==> config.mk <==
export PLATFORM = sky130hd
export DESIGN_NAME = bkpt_match_unit
export DESIGN_NICKNAME = d
export VERILOG_FILES = /design/src/rtl/bkpt_pkg.sv /design/src/rtl/bkpt_ctrl.sv /design/src/rtl/bkpt_datapath.sv /design/src/rtl/bkpt_match_unit.sv
export SDC_FILE = /design/constraint.sdc
export NUM_CORES = 1
export LEC_CHECK = 0
export ABC_CLOCK_PERIOD_IN_PS = 4200
export BUFFER_PORTS_ARGS = -buffer_cell sky130_fd_sc_hd__clkbuf_2
export CAP_MARGIN = 30
export CELL_PAD_IN_SITES_DETAIL_PLACEMENT = 0
export CELL_PAD_IN_SITES_GLOBAL_PLACEMENT = 1
export CORE_MARGIN = 1.5
export CORE_UTILIZATION = 40
export DETAILED_ROUTE_END_ITERATION = 16
export GPL_ROUTABILITY_DRIVEN = 0
export HOLD_SLACK_MARGIN = 0.02
export PLACE_DENSITY = 0.77
export SLEW_MARGIN = 20
export SYNTH_ARGS = -nofsm -noshare
export SYNTH_HDL_FRONTEND = slang
export SYNTH_SLANG_ARGS = --single-unit
==> constraint.sdc <==
create_clock -name clk -period 4.2 [get_ports clk]
set_clock_uncertainty 0.2 [all_clocks]
set_input_delay 0.84 -clock clk [delete_from_list [all_inputs] [get_ports clk]]
set_output_delay 0.84 -clock clk [all_outputs]
set_load 0.01 [all_outputs]
==> src/rtl/bkpt_pkg.sv <==
package bkpt_pkg;

  typedef enum logic [1:0] {
    MODE_ADDR        = 2'd0,
    MODE_ADDR_LINKED = 2'd1,
    MODE_CTX         = 2'd2,
    MODE_RSVD        = 2'd3
  } bpMode_e;

  // control register layout: [6:5] link pair, [4:3] privilege select, [2:1] mode, [0] enable
  typedef struct packed {
    logic [1:0] linkSel;
    logic [1:0] privSel;
    bpMode_e    mode;
    logic       enable;
  } bpCtl_t;

  localparam int CTL_W = $bits(bpCtl_t);

  typedef enum logic [1:0] {
    CAUSE_NONE = 2'd0,
    CAUSE_ADDR = 2'd1,
    CAUSE_CTX  = 2'd2,
    CAUSE_SW   = 2'd3
  } evCause_e;

  typedef struct packed {
    logic valid;
    logic swBkpt;
    logic addrHit;
    logic ctxHit;
  } fetchTag_t;

  typedef struct packed {
    logic valWe;
    logic ctlWe;
    logic capture;
    logic squash;
    logic retire;
  } bpStrobes_t;

endpackage

==> src/rtl/bkpt_ctrl.sv <==
module bkpt_ctrl
  import bkpt_pkg::*;
(
  input  logic       regWrEn,
  input  logic       regWrCtl,
  input  logic       fetchValid,
  input  logic       flush,
  input  logic       commit,
  output bpStrobes_t strobes
);

  // flush overrides both a new fetch and a retirement in the same cycle
  always_comb begin
    strobes.valWe   = regWrEn & ~regWrCtl;
    strobes.ctlWe   = regWrEn & regWrCtl;
    strobes.capture = fetchValid & ~flush;
    strobes.squash  = flush;
    strobes.retire  = commit & ~flush;
  end

endmodule

==> src/rtl/bkpt_datapath.sv <==
module bkpt_datapath
  import bkpt_pkg::*;
#(
  parameter int NUM_PAIRS  = 4,
  parameter int DATA_W     = 32,
  parameter int CTX_FIRST  = 2,
  parameter int PIPE_DEPTH = 3,
  parameter int SEL_W      = $clog2(NUM_PAIRS)
) (
  input  logic              clk,
  input  logic              rstN,
  input  bpStrobes_t        strobes,
  input  logic [SEL_W-1:0]  regWrSel,
  input  logic [DATA_W-1:0] regWrData,
  input  logic [DATA_W-1:0] fetchAddr,
  input  logic              fetchPriv,
  input  logic              fetchIsBkpt,
  input  logic [DATA_W-1:0] curCtxId,
  output logic              dbgEvent,
  output logic [1:0]        dbgCause
);

  localparam int LAST = PIPE_DEPTH - 1;

  logic [DATA_W-1:0] valReg [NUM_PAIRS];
  bpCtl_t            ctlReg [NUM_PAIRS];

  always_ff @(posedge clk) begin
    if (!rstN) begin
      for (int i = 0; i < NUM_PAIRS; i++) begin
        valReg[i] <= '0;
        ctlReg[i] <= '0;
      end
    end else begin
      for (int i = 0; i < NUM_PAIRS; i++) begin
        if (strobes.valWe && regWrSel == SEL_W'(i)) valReg[i] <= regWrData;
        if (strobes.ctlWe && regWrSel == SEL_W'(i)) ctlReg[i] <= bpCtl_t'(regWrData[CTL_W-1:0]);
      end
    end
  end

  logic [NUM_PAIRS-1:0] ctxEq;
  logic [NUM_PAIRS-1:0] addrHitVec;
  logic [NUM_PAIRS-1:0] ctxHitVec;

  for (genvar g = 0; g < NUM_PAIRS; g++) begin : gPair
    logic privOk;
    logic linkOk;
    logic addrEq;

    if (g >= CTX_FIRST) begin : gCtxCapable
      assign ctxEq[g] = ctlReg[g].enable && (valReg[g] == curCtxId);
    end else begin : gAddrOnly
      assign ctxEq[g] = 1'b0;
    end

    assign privOk = fetchPriv ? ctlReg[g].privSel[1] : ctlReg[g].privSel[0];
    assign addrEq = (valReg[g] == fetchAddr);
    assign linkOk = (int'(ctlReg[g].linkSel) < NUM_PAIRS) ? ctxEq[ctlReg[g].linkSel] : 1'b0;

    assign addrHitVec[g] = ctlReg[g].enable && privOk && addrEq &&
                           ((ctlReg[g].mode == MODE_ADDR) ||
                            (ctlReg[g].mode == MODE_ADDR_LINKED && linkOk));
    assign ctxHitVec[g]  = ctlReg[g].enable && privOk &&
                           (ctlReg[g].mode == MODE_CTX) && ctxEq[g];
  end

  fetchTag_t newTag;
  fetchTag_t tagPipe [PIPE_DEPTH];

  always_comb begin
    newTag.valid   = 1'b1;
    newTag.swBkpt  = fetchIsBkpt;
    newTag.addrHit = |addrHitVec;
    newTag.ctxHit  = |ctxHitVec;
  end

  always_ff @(posedge clk) begin
    if (!rstN || strobes.squash) begin
      for (int k = 0; k < PIPE_DEPTH; k++) tagPipe[k] <= '0;
    end else begin
      tagPipe[0] <= strobes.capture ? newTag : '0;
      for (int k = 1; k < PIPE_DEPTH; k++) tagPipe[k] <= tagPipe[k-1];
    end
  end

  fetchTag_t retTag;
  logic      fireNext;
  evCause_e  causeNext;

  always_comb begin
    retTag   = tagPipe[LAST];
    fireNext = strobes.retire && retTag.valid &&
               (retTag.swBkpt || retTag.addrHit || retTag.ctxHit);
    if (!fireNext)          causeNext = CAUSE_NONE;
    else if (retTag.swBkpt) causeNext = CAUSE_SW;
    else if (retTag.addrHit) causeNext = CAUSE_ADDR;
    else                    causeNext = CAUSE_CTX;
  end

  always_ff @(posedge clk) begin
    if (!rstN) begin
      dbgEvent <= 1'b0;
      dbgCause <= 2'd0;
    end else begin
      dbgEvent <= fireNext;
      dbgCause <= causeNext;
    end
  end

endmodule

==> src/rtl/bkpt_match_unit.sv <==
module bkpt_match_unit
  import bkpt_pkg::*;
#(
  parameter int NUM_PAIRS  = 4,
  parameter int DATA_W     = 32,
  parameter int CTX_FIRST  = 2,
  parameter int PIPE_DEPTH = 3,
  localparam int SEL_W     = $clog2(NUM_PAIRS)
) (
  input  logic              clk,
  input  logic              rstN,
  input  logic              regWrEn,
  input  logic              regWrCtl,
  input  logic [SEL_W-1:0]  regWrSel,
  input  logic [DATA_W-1:0] regWrData,
  input  logic              fetchValid,
  input  logic [DATA_W-1:0] fetchAddr,
  input  logic              fetchPriv,
  input  logic              fetchIsBkpt,
  input  logic [DATA_W-1:0] curCtxId,
  input  logic              flush,
  input  logic              commit,
  output logic              dbgEvent,
  output logic [1:0]        dbgCause
);

  bpStrobes_t strobes;

  bkpt_ctrl uCtrl (
    .regWrEn   (regWrEn),
    .regWrCtl  (regWrCtl),
    .fetchValid(fetchValid),
    .flush     (flush),
    .commit    (commit),
    .strobes   (strobes)
  );

  bkpt_datapath #(
    .NUM_PAIRS (NUM_PAIRS),
    .DATA_W    (DATA_W),
    .CTX_FIRST (CTX_FIRST),
    .PIPE_DEPTH(PIPE_DEPTH),
    .SEL_W     (SEL_W)
  ) uDp (
    .clk        (clk),
    .rstN       (rstN),
    .strobes    (strobes),
    .regWrSel   (regWrSel),
    .regWrData  (regWrData),
    .fetchAddr  (fetchAddr),
    .fetchPriv  (fetchPriv),
    .fetchIsBkpt(fetchIsBkpt),
    .curCtxId   (curCtxId),
    .dbgEvent   (dbgEvent),
    .dbgCause   (dbgCause)
  );

endmodule

==> qor.csv <==
stage,metric,value,unit
finish,ANT cells,0,
die,Initial Util,41.24,%
pwr,Max VDD drop,0.2216,mV
yosys,"EDFF count, synth",156,
sta,post-route clock period utilization,68.80,%
global_routing,grt met2 use,39.06,%
detailed_routing,per-cell routed wire length,24.40,µm
detailed_routing,DR vias/cell,5.478,
detailed_routing,routed via count,6141,
cts,worst skew pair latency,0.44,ns
global_routing,largest net degree at the start of global routing,33,
yosys,Syn. warnings,0,
yosys,post-synth top area share,53.53,%
yosys,Synth async-reset ratio,0,%
sta,Peak Freq,346.1,MHz
global_routing,vias in the first global route,5993,
cts,hold buffers post-CTS,0,
die,DIE WIDTH,150.9,µm
finish,layout cells sized above 1,18.56,%
cts,Root Buffer,clkbuf_16,
sta,Slew headroom,52.28,%
die,core area,21220,µm²
die,row count,53,
flow_run,Max-Cap Viols,0,
setup_path,worst path required time,4.37,ns
yosys,cell taking the most area after synthesis,edfxtp_1,
detailed_routing,Iter 0 DRT Violations,617,
sta,Least-Margin Pin Slew,0.7111,ns
placement,port bufs,109,
sta,fin crit period,2.889,ns
setup_path,WP data arrival,3.06,ns
setup_path,Worst Setup SP,fetchAddr[19],
cts,clock sink count,171,
worst_hold_path,hold path depth,1,
setup_path,reg-to-reg endpoint,uDp.tagPipe[0][1]$_SDFF_PP0_,
sta,Pins Over Slew Limit,0,
sta,RSZ-0062 raised after global routing,false,
detailed_routing,Pre-antenna DRT Iters,6,
yosys,Mapped Cells,715,
setup_path,startpoint types,input port,
setup_path,RR Startpoint,uDp.valReg[3][10]$_SDFFCE_PN0P_,
worst_hold_path,Min-Delay Path Class,flop to flop,
setup_path,path depth of the worst reg2reg path,7,
cts,postcts setup bufs,0,
pwr,leakage,3.617,nW
global_routing,global routing's busiest layer,met2,
sta,setup violators final,0,
pwr,PwrDens,401.8,nW/µm²
yosys,syn nets,822,
setup_path,Worst Setup EP,uDp.tagPipe[0][1]$_SDFF_PP0_,
yosys,"Distinct cells, synth",40,
cts,cts repair resizes,0,
sta,WHS,0.2271,ns
die,Die H,150.9,µm
detailed_routing,# DRC,0,
finish,Post-layout nets,940,
setup_path,critical-path maximum fanout,4,
setup_path,CP endpoint kind,flop,
global_routing,gr usage total,24.99,%
cts,# H-tree levels,4,
setup_path,R2R setup slack,1.45,ns
die,I/O pins,110,
yosys,largest cells by area after synthesis,"edfxtp_1 (54%), xnor2_1 (14%), and2_1 (12%)",
yosys,Synth Flop Type,edfxtp_1,
yosys,cell area after synthesis,8751,µm²
global_routing,first-pass GRT wire length,39240,µm
detailed_routing,Routed Antenna Nets,0,
setup_path,crit path kind,input port to flop,
finish,area delta synth->final,17.54,%
cts,TritonCTS clock tree,done,
sta,final hold vios,0,
sta,Setup TNS,0,ns
yosys,cell with the most instances after synthesis,and2_1,
global_routing,met3 GRT Util,4.488,%
detailed_routing,WL final,27360,µm
placement,DP HPWL,20770,µm
cts,clk slew on worst S/H paths,0.07,ns
global_routing,initial antenna violation count,0,
yosys,most frequent cells after synthesis,"and2_1 (164), edfxtp_1 (156), xnor2_1 (140)",
die,Die Area,22770,µm²
cts,clk buf depth,2,
global_routing,grt met1 use,34.17,%
outcome,outcome,"finished, final reports clean",
cts,CTS buffer count,17,
yosys,register area share after synthesis,56.96,%
yosys,Mean Syn Cell Area,12.24,µm²
yosys,Synth Register Bits,171,
finish,fill count,1917,
global_routing,grt ovf,0,
-- power breakdown --
part | leakage (nW) | switching, mW | total [mW] | internal [mW]
registers | 1.63 | 0.0876 | 2.05 | 1.96
logic | 1.70 | 0.304 | 0.497 | 0.193
clock network | 0.287 | 0.779 | 1.58 | 0.805
-- metal layers --
metal	wire length, µm	share of wire (%)
met3	2163	7.9
met5	0	0
met2	12420	45
met1	11580	42
met4	1190	4.4
-- through the flow --
step / power (mW) / util [%] / cell area, µm² / setup WS [ns] / cells
after global placement: 2.577 / 45.69 / 9696 / 0.8719 / 1089
after CTS: 4.130 / 48.47 / 10290 / 1.338 / 1121
after detailed placement: 2.576 / 45.69 / 9696 / 0.8835 / 1089
after global routing: 4.235 / 48.47 / 10290 / 1.262 / 1121
final: 4.133 / 48.47 / 10290 / 1.311 / 1121
after floorplan: 2.313 / - / 8751 / 0.07939 / 715
-- flip-flops by register name (all words and copies together), names as in the netlist --
name	count
uDp.dbgCause	2
uDp.tagPipe	12
uDp.dbgEvent	1
uDp.valReg	128
uDp.ctlReg	28
-- worst min-delay path by stage --
stage                                             from                             to  slack (ns)
after detailed placement  uDp.tagPipe[0][3]$_SDFF_PP0_   uDp.tagPipe[0][7]$_SDFF_PP0_        0.21
after global routing      uDp.tagPipe[0][4]$_SDFF_PP0_   uDp.tagPipe[0][8]$_SDFF_PP0_        0.25
after floorplan           uDp.tagPipe[0][6]$_SDFF_PP0_  uDp.tagPipe[0][10]$_SDFF_PP0_        0.21
after CTS                 uDp.tagPipe[0][3]$_SDFF_PP0_   uDp.tagPipe[0][7]$_SDFF_PP0_        0.23
final                     uDp.tagPipe[0][3]$_SDFF_PP0_   uDp.tagPipe[0][7]$_SDFF_PP0_        0.23
after global placement    uDp.tagPipe[0][7]$_SDFF_PP0_  uDp.tagPipe[0][11]$_SDFF_PP0_        0.21
-- cells by family (layout without fill, tap and decap cells) --
group,count (synthesis),after routing,share of synthesized area [%]
DFF,171,171,56.96
xor gates and xnor gates,185,185,18.52
AOI/OAI and AO/OA,23,23,1.859
muxes,4,4,0.4861
buffers and inverters,29,160,1.258
and+or+nand+nor,303,303,20.92
-- cell type report --
cell class / instances / area, µm² / area share [%]
sequential: 171 / 4985 / 48.46
multi-input combinational: 515 / 3716 / 36.13
timing repair buffer: 118 / 613.1 / 5.960
clock buffer: 18 / 429.2 / 4.172
tap: 275 / 344.1 / 3.345
clock inverter: 14 / 161.4 / 1.569
inverter: 10 / 37.54 / 0.3649
-- worst max-delay path, cell delays in order --
cell and delay (ns):
clkbuf_2 0.18, xor2_1 0.23, nor4_1 0.33, nand4_1 0.13
or4_1 0.51, or4_1 0.49, o32a_1 0.20, a31oi_1 0.14
-- layout by cell type (no fill, tap or decap), types with 4 or more instances in the layout --
cell	instances
buf_4	9
o21ai_1	4
nor3b_1	6
and2_1	164
or4_1	4
clkbuf_2	109
nand2_1	12
xor2_1	45
inv_8	7
nand3_1	9
nor4_1	17
clkbuf_16	17
nand4_1	50
inv_1	9
nor3_1	9
nor2b_1	5
nor2_1	14
edfxtp_1	156
dfxtp_1	15
xnor2_1	140
No activity file was read; power rests on OpenSTA's default activity.
